--- src/rtl/rtc_cal_pkg.sv ---
package rtc_cal_pkg;

   localparam int SEC_W  = 6;
   localparam int MIN_W  = 6;
   localparam int HOUR_W = 5;
   localparam int MDAY_W = 5;
   localparam int WDAY_W = 3;
   localparam int MON_W  = 4;
   localparam int YEAR_W = 7;
   localparam int NUM_FIELDS = 7;
   localparam int TIME_W = SEC_W + MIN_W + HOUR_W + MDAY_W + WDAY_W + MON_W + YEAR_W;

   localparam int STA_W = 2;
   localparam int EN_W  = 3;
   localparam int STA_ALARM = 0;
   localparam int STA_TICK  = 1;
   localparam int EN_ALARM  = 0;
   localparam int EN_TICK   = 1;
   localparam int EN_ONCE   = 2;

   // mask bit positions
   localparam int F_SEC  = 0;
   localparam int F_MIN  = 1;
   localparam int F_HOUR = 2;
   localparam int F_MDAY = 3;
   localparam int F_WDAY = 4;
   localparam int F_MON  = 5;
   localparam int F_YEAR = 6;

   typedef logic [SEC_W-1:0]  sec_t;
   typedef logic [MIN_W-1:0]  min_t;
   typedef logic [HOUR_W-1:0] hour_t;
   typedef logic [MDAY_W-1:0] mday_t;
   typedef logic [WDAY_W-1:0] wday_t;
   typedef logic [MON_W-1:0]  mon_t;
   typedef logic [YEAR_W-1:0] year_t;

   typedef struct packed {
      year_t year;
      mon_t  month;
      wday_t wday;
      mday_t mday;
      hour_t hour;
      min_t  min;
      sec_t  sec;
   } cal_time_t;

   localparam sec_t  SEC_LAST   = sec_t'(59);
   localparam min_t  MIN_LAST   = min_t'(59);
   localparam hour_t HOUR_LAST  = hour_t'(23);
   localparam wday_t WDAY_LAST  = wday_t'(6);
   localparam mday_t MDAY_FIRST = mday_t'(1);
   localparam mon_t  MON_FIRST  = mon_t'(1);
   localparam mon_t  MON_LAST   = mon_t'(12);

   localparam cal_time_t TIME_RESET = '{year: '0, month: MON_FIRST, wday: '0,
                                        mday: MDAY_FIRST, hour: '0, min: '0, sec: '0};

   function automatic mday_t month_len(input mon_t m, input logic leap);
      case (m)
         mon_t'(4), mon_t'(6), mon_t'(9), mon_t'(11): month_len = mday_t'(30);
         mon_t'(2): month_len = leap ? mday_t'(29) : mday_t'(28);
         default:   month_len = mday_t'(31);
      endcase
   endfunction

endpackage

--- src/rtl/cal_counter.sv ---
module cal_counter
   import rtc_cal_pkg::*;
#(
   parameter int LEAP_EVERY = 4
) (
   input  logic      clk,
   input  logic      rst_n,
   input  logic      tick_i,
   input  logic      load_i,
   input  cal_time_t load_val_i,
   output cal_time_t time_o,
   output cal_time_t next_o
);

   cal_time_t cur_q;
   cal_time_t nxt;
   logic      leap;
   mday_t     last_day;

   generate
      if (LEAP_EVERY == 0) begin : g_no_leap
         assign leap = 1'b0;
      end else begin : g_leap
         localparam year_t LEAP_MASK = year_t'(LEAP_EVERY - 1);
         assign leap = ((cur_q.year & LEAP_MASK) == '0);
      end
   endgenerate

   assign last_day = month_len(cur_q.month, leap);

   always_comb begin
      nxt = cur_q;
      if (cur_q.sec != SEC_LAST) begin
         nxt.sec = cur_q.sec + sec_t'(1);
      end else begin
         nxt.sec = '0;
         if (cur_q.min != MIN_LAST) begin
            nxt.min = cur_q.min + min_t'(1);
         end else begin
            nxt.min = '0;
            if (cur_q.hour != HOUR_LAST) begin
               nxt.hour = cur_q.hour + hour_t'(1);
            end else begin
               nxt.hour = '0;
               nxt.wday = (cur_q.wday == WDAY_LAST) ? '0 : cur_q.wday + wday_t'(1);
               if (cur_q.mday != last_day) begin
                  nxt.mday = cur_q.mday + mday_t'(1);
               end else begin
                  nxt.mday = MDAY_FIRST;
                  if (cur_q.month != MON_LAST) begin
                     nxt.month = cur_q.month + mon_t'(1);
                  end else begin
                     nxt.month = MON_FIRST;
                     nxt.year  = cur_q.year + year_t'(1);
                  end
               end
            end
         end
      end
   end

   always_ff @(posedge clk or negedge rst_n) begin
      if (!rst_n) begin
         cur_q <= TIME_RESET;
      end else if (load_i) begin
         cur_q <= load_val_i;
      end else if (tick_i) begin
         cur_q <= nxt;
      end
   end

   assign time_o = cur_q;
   assign next_o = nxt;

endmodule

--- src/rtl/alarm_match.sv ---
module alarm_match
   import rtc_cal_pkg::*;
(
   input  cal_time_t             cand_i,
   input  cal_time_t             alarm_i,
   input  logic [NUM_FIELDS-1:0] mask_i,
   output logic                  hit_o
);

   logic [NUM_FIELDS-1:0] eq;
   logic [NUM_FIELDS-1:0] keep;

   assign eq[F_SEC]  = (cand_i.sec   == alarm_i.sec);
   assign eq[F_MIN]  = (cand_i.min   == alarm_i.min);
   assign eq[F_HOUR] = (cand_i.hour  == alarm_i.hour);
   assign eq[F_MDAY] = (cand_i.mday  == alarm_i.mday);
   assign eq[F_WDAY] = (cand_i.wday  == alarm_i.wday);
   assign eq[F_MON]  = (cand_i.month == alarm_i.month);
   assign eq[F_YEAR] = (cand_i.year  == alarm_i.year);

   generate
      for (genvar i = 0; i < NUM_FIELDS; i++) begin : g_field
         assign keep[i] = eq[i] | mask_i[i];
      end
   endgenerate

   assign hit_o = &keep;

endmodule

--- src/rtl/irq_ctrl.sv ---
module irq_ctrl
   import rtc_cal_pkg::*;
(
   input  logic             clk,
   input  logic             rst_n,
   input  logic             tick_i,
   input  logic             match_i,
   input  logic             rd_i,
   input  logic             en_load_i,
   input  logic [EN_W-1:0]  en_wdata_i,
   output logic [EN_W-1:0]  en_o,
   output logic [STA_W-1:0] sta_o,
   output logic             irq_n_o
);

   logic [EN_W-1:0]  en_q;
   logic [STA_W-1:0] sta_q;
   logic             fire;

   assign fire = match_i & en_q[EN_ALARM];

   always_ff @(posedge clk or negedge rst_n) begin
      if (!rst_n) begin
         en_q <= '0;
      end else if (en_load_i) begin
         en_q <= en_wdata_i;
      end else if (fire && en_q[EN_ONCE]) begin
         en_q[EN_ALARM] <= 1'b0;
      end
   end

   always_ff @(posedge clk or negedge rst_n) begin
      if (!rst_n) begin
         sta_q <= '0;
      end else begin
         if (fire)      sta_q[STA_ALARM] <= 1'b1;
         else if (rd_i) sta_q[STA_ALARM] <= 1'b0;
         if (tick_i)    sta_q[STA_TICK]  <= 1'b1;
         else if (rd_i) sta_q[STA_TICK]  <= 1'b0;
      end
   end

   assign en_o    = en_q;
   assign sta_o   = sta_q;
   assign irq_n_o = ~(sta_q[STA_ALARM] | (sta_q[STA_TICK] & en_q[EN_TICK]));

endmodule

--- src/rtl/cal_alarm_rtc.sv ---
module cal_alarm_rtc
   import rtc_cal_pkg::*;
#(
   parameter int LEAP_EVERY = 4
) (
   input  logic                  clk,
   input  logic                  rst_n,
   input  logic                  tick_i,
   input  logic                  time_load_i,
   input  logic [TIME_W-1:0]     time_wdata_i,
   input  logic                  alarm_load_i,
   input  logic [TIME_W-1:0]     alarm_wdata_i,
   input  logic                  mask_load_i,
   input  logic [NUM_FIELDS-1:0] mask_wdata_i,
   input  logic                  en_load_i,
   input  logic [EN_W-1:0]       en_wdata_i,
   input  logic                  status_rd_i,
   output logic [TIME_W-1:0]     time_o,
   output logic [STA_W-1:0]      status_o,
   output logic                  irq_n_o
);

   generate
      if (LEAP_EVERY < 0 || (LEAP_EVERY > 0 && (LEAP_EVERY & (LEAP_EVERY - 1)) != 0)) begin : g_bad_leap
         $error("LEAP_EVERY must be 0 or a power of two");
      end
      if (TIME_W != $bits(cal_time_t)) begin : g_bad_pack
         $error("packed time width mismatch");
      end
   endgenerate

   cal_time_t             cur_time;
   cal_time_t             nxt_time;
   cal_time_t             alarm_q;
   logic [NUM_FIELDS-1:0] mask_q;
   logic                  raw_hit;
   logic                  match;
   logic [EN_W-1:0]       irq_en_q;

   always_ff @(posedge clk or negedge rst_n) begin
      if (!rst_n) begin
         alarm_q <= '0;
         mask_q  <= '0;
      end else begin
         if (alarm_load_i) alarm_q <= cal_time_t'(alarm_wdata_i);
         if (mask_load_i)  mask_q  <= mask_wdata_i;
      end
   end

   cal_counter #(.LEAP_EVERY(LEAP_EVERY)) u_cnt (
      .clk        (clk),
      .rst_n      (rst_n),
      .tick_i     (tick_i),
      .load_i     (time_load_i),
      .load_val_i (cal_time_t'(time_wdata_i)),
      .time_o     (cur_time),
      .next_o     (nxt_time)
   );

   alarm_match u_match (
      .cand_i  (nxt_time),
      .alarm_i (alarm_q),
      .mask_i  (mask_q),
      .hit_o   (raw_hit)
   );

   assign match = raw_hit & tick_i & ~time_load_i;

   irq_ctrl u_irq (
      .clk        (clk),
      .rst_n      (rst_n),
      .tick_i     (tick_i),
      .match_i    (match),
      .rd_i       (status_rd_i),
      .en_load_i  (en_load_i),
      .en_wdata_i (en_wdata_i),
      .en_o       (irq_en_q),
      .sta_o      (status_o),
      .irq_n_o    (irq_n_o)
   );

   assign time_o = cur_time;

endmodule

--- config.mk ---
export PLATFORM = sky130hd
export DESIGN_NAME = cal_alarm_rtc
export DESIGN_NICKNAME = d
export VERILOG_FILES = /design/src/rtl/rtc_cal_pkg.sv /design/src/rtl/cal_counter.sv /design/src/rtl/alarm_match.sv /design/src/rtl/irq_ctrl.sv /design/src/rtl/cal_alarm_rtc.sv
export SDC_FILE = /design/constraint.sdc
export NUM_CORES = 1
export LEC_CHECK = 0
export CORE_ASPECT_RATIO = 1.2
export CORE_MARGIN = 2
export CORE_UTILIZATION = 52
export CTS_CLUSTER_SIZE = 24
export DETAILED_ROUTE_END_ITERATION = 10
export GPL_TIMING_DRIVEN = 0
export PLACE_DENSITY = 0.82
export SYNTH_ARGS = -nofsm -noshare
export SYNTH_HDL_FRONTEND = slang
export SYNTH_SLANG_ARGS = --single-unit
--- constraint.sdc ---
create_clock -name clk -period 3.7 [get_ports clk]
set_input_delay 0.74 -clock clk [delete_from_list [all_inputs] [get_ports clk]]
set_output_delay 0.74 -clock clk [all_outputs]
set_load 0.01 [all_outputs]
==> run summary <==
Worst-margin pin slew - 0.838 ns
Mapped Area - 5860 sq um
Cell row count - 42
Critical Path End Type - flop
DRC violations left - 0
Synth Instances - 664
CTS Sinks - 84
Reg area - 2110 sq um
Clock Skew - 0.00517 ns
CTS tree - yes
Initial antenna violation count - 0
Core area - 11000 sq um
WP buf/inv - 2
Die H - 120 um
Syn-to-layout area delta - 29.7%
CP max stage cell - or4_4
Worst-Skew Late Latency - 0.36 ns
Worst Hold Class - input port to asynchronous set/reset pin
Max FO, Critical Path - 10
Final setup fails - 0
Die area - 12100 sq um
Die extent in x - 101 um
Synth unique cells - 83
Pre-antenna DRT Iters - 5
Post-synth top area cell - dfrtp_1
Total power - 2.77 mW
Asr flop ratio synth - 100%
Register area share after synthesis - 35.9%
CTS clk-pin slew, worst paths - 0.06 ns
Startpoint Class - flop
Port Buffer Count - 124
WHS - 0.354 ns
Post-Route Utilization - 68.9%
CTS HTree Levels - 3
ANT cells - 0
Post-Synth Adder-Cell Area - 2.13%
Post-synthesis mux area share - 10.1%
Synth Area in Simple Gates - 20.4%
Max-cap viol count - 0
Yosys reg bits - 84
GP Congestion - 0.983
Pins Over Slew Limit - 0
Routed vias - 5829
Largest family of logic cells by synthesized area - compound AO/OA/AOI/OAI gates
Area share of the largest cell type after synthesis - 35.0%
CP top delay family - simple AND/OR/NAND/NOR gates
Nets - 902
I/O pins - 129
Compound-Gate Fraction of Synth Area - 20.9%
WL per Instance - 19.6 um
Delay of the slowest critical-path stage - 0.60 ns
Vias in the first global route - 5886
Layout cells sized above 1 - 12.6%
Ys flop type - dfrtp_1
Mapped Avg Cell Area - 8.83 sq um
Top cells by area, synth - dfrtp_1 35%, mux2_2 7.7%, o21ai_0 5.3%
Vias per cell - 6.21
Post-synthesis xor/xnor area fraction - 5.08%
CTS Buf Count - 9
EDFF count, synth - 0
Part of the cycle the worst path needs - 97.1%
CP Class - flop to flop
Leakage power - 3.02 nW
CTS root buf - clkbuf_16
Crit path DAT - 3.84 ns
Fillers - 897
Grt ovf - 0
Outcome - finished, final reports clean
Final Critical Period - 3.59 ns
Multi-input gate area - 3440 sq um
DRT iter0 DRCs - 384
Peak supply drop - 0.315 mV
Starting density of the core - 53.1%
First-pass GRT wire length - 29600 um
Hpwl dp - 13600 um
Critical path required time - 3.95 ns
Largest net degree at the start of global routing - 45
All-layer global routing usage - 31.4%
Clk buf depth - 2
Slew margin rel. - 44.2%
FMAX - 278 MHz
Hold Fails Final Rpt - 0
DRT Wirelength - 18400 um
Post-route ant nets - 0
Cell Chain, Critical Path - ha_2 > and4b_1 > nor4b_4 > buf_6 > buf_2 > nand2_1 > a31oi_1 > o32ai_1 > o211ai_1 > o21ai_0 > or4_4 > o31a_1
Pwr/cell area - 364 nW/um^2
Setup TNS - 0 ns
Synth warn - 0
Syn nets - 764
-- timing repair --
item | in CTS | in global routing
endpoints found under the setup margin | 0 | 1
gates resized for setup | 0 | 5
hold buffers | 0 | 0
buffers inserted | 0 | 2
-- layout make-up --
type                       instances  area share [%]
multi-input combinational        511            45.3
sequential                        84            27.7
timing repair buffer             127            16.8
buffer                            48            3.31
clock buffer                      11            3.06
tap                              132            2.17
inverter                          21            1.04
clock inverter                     5           0.691
-- metrics by stage --
step	instances	area (sq um)	setup slack, ns
2_1_floorplan	664	5860	0.515
3_3_place_gp	920	7270	-1.02
3_5_place_dp	921	7290	0.0915
4_1_cts	937	7570	0.0830
5_1_grt	939	7600	-0.0509
6_report	939	7600	0.109
-- registers in the layout, indices dropped and copies added (netlist names) --
signal / count
u_irq.en_o: 3
u_irq.sta_o: 2
u_cnt.time_o: 36
mask_q: 7
alarm_q: 36
-- final timing paths --
path / startpoint / slack (ns) / end / cells after the start
max in group asynchronous: rst_n / 2.66 / u_cnt.time_o[17]$_DFFE_PN1P_ / 2
worst max-delay path: u_cnt.time_o[13]$_DFFE_PN0P_ / 0.11 / u_irq.en_o[0]$_DFFE_PN0P_ / 12
min in group clk: mask_q[0]$_DFFE_PN0P_ / 0.51 / mask_q[0]$_DFFE_PN0P_ / 1
worst max register to register: u_cnt.time_o[13]$_DFFE_PN0P_ / 0.11 / u_irq.en_o[0]$_DFFE_PN0P_ / 12
worst min-delay path: rst_n / 0.35 / alarm_q[12]$_DFFE_PN0P_ / 1
worst min register to register: mask_q[0]$_DFFE_PN0P_ / 0.51 / mask_q[0]$_DFFE_PN0P_ / 1
-- power breakdown --
| group | switching [mW] | internal (mW) |
|---|---|---|
| logic | 0.380 | 0.375 |
| registers | 0.103 | 1.01 |
| clock network | 0.385 | 0.520 |
| total | 0.869 | 1.90 |
-- cell families (layout without fill, tap and decap cells) --
logic type / Yosys count / after routing
AO/OA/AOI/OAI: 183 / 183
XOR/XNOR: 34 / 34
adder cells (fa/ha/maj): 10 / 10
buffers and inverters: 69 / 212
flip-flops: 84 / 84
multiplexers: 54 / 54
AND/OR/NAND/NOR: 230 / 230
-- worst reg2reg max path, delay by kind of cell, from the launching register on --
family | cells | cell delay, ns
flip-flops | 1 | 0.47
AO/OA/AOI/OAI | 5 | 0.96
buffers and inverters | 2 | 0.43
adder cells (fa/ha/maj) | 1 | 0.28
AND/OR/NAND/NOR | 4 | 1.34
-- metal layers --
layer	track usage, %	up-vias	wire length [um]
li1	-	2705	-
met1	37.7	2818	7100
met2	55.8	273	9760
met3	5.61	33	1180
met4	11.1	0	412
met5	0	-	0
-- layout by cell type, fill, tap and decap left out, drive strengths merged, types with 4 or more instances in the layout --
| master | synthesis | layout |
|---|---|---|
| xnor2 | 14 | 14 |
| nand4 | 7 | 7 |
| clkinv | 1 | 4 |
| nor3 | 21 | 21 |
| o21ai | 64 | 64 |
| nor2b | 5 | 5 |
| mux2i | 14 | 14 |
| clkdlybuf4s50 | 0 | 123 |
| nor3b | 5 | 5 |
| clkbuf | 26 | 37 |
| nand3b | 4 | 4 |
| a31oi | 11 | 11 |
| nor4 | 4 | 4 |
| dfrtp | 82 | 82 |
| and3 | 8 | 8 |
| a211oi | 6 | 6 |
| inv | 20 | 20 |
| nand2 | 82 | 82 |
| or4 | 4 | 4 |
| o211ai | 5 | 5 |
| nand2b | 10 | 10 |
| or3 | 4 | 4 |
| o22ai | 5 | 5 |
| nor2 | 34 | 34 |
| ha | 10 | 10 |
| a21oi | 38 | 38 |
| and2 | 7 | 7 |
| xor2 | 20 | 20 |
| a2111oi | 5 | 5 |
| mux2 | 40 | 40 |
| o31ai | 4 | 4 |
| nor4b | 4 | 4 |
| nand3 | 22 | 22 |
| buf | 22 | 26 |
| a311oi | 4 | 4 |
| o31a | 4 | 4 |
-- Yosys cell counts (5+ instances only) --
master and instances:
a31oi_1 10, xnor2_1 14, mux2i_1 14, ha_1 10, nor2_1 34, nand4_1 6
dfrtp_1 82, buf_2 9, nor2b_1 5, o21ai_0 62, nand2b_1 10, inv_1 20
a211oi_1 6, and3_1 8, a21oi_1 38, buf_4 5, buf_6 5, and2_1 7
mux2_2 40, o211ai_1 5, xor2_1 20, nand3_1 22, nor3_1 20, clkbuf_1 26
nand2_1 82
Power figures use the tool's default switching activity.
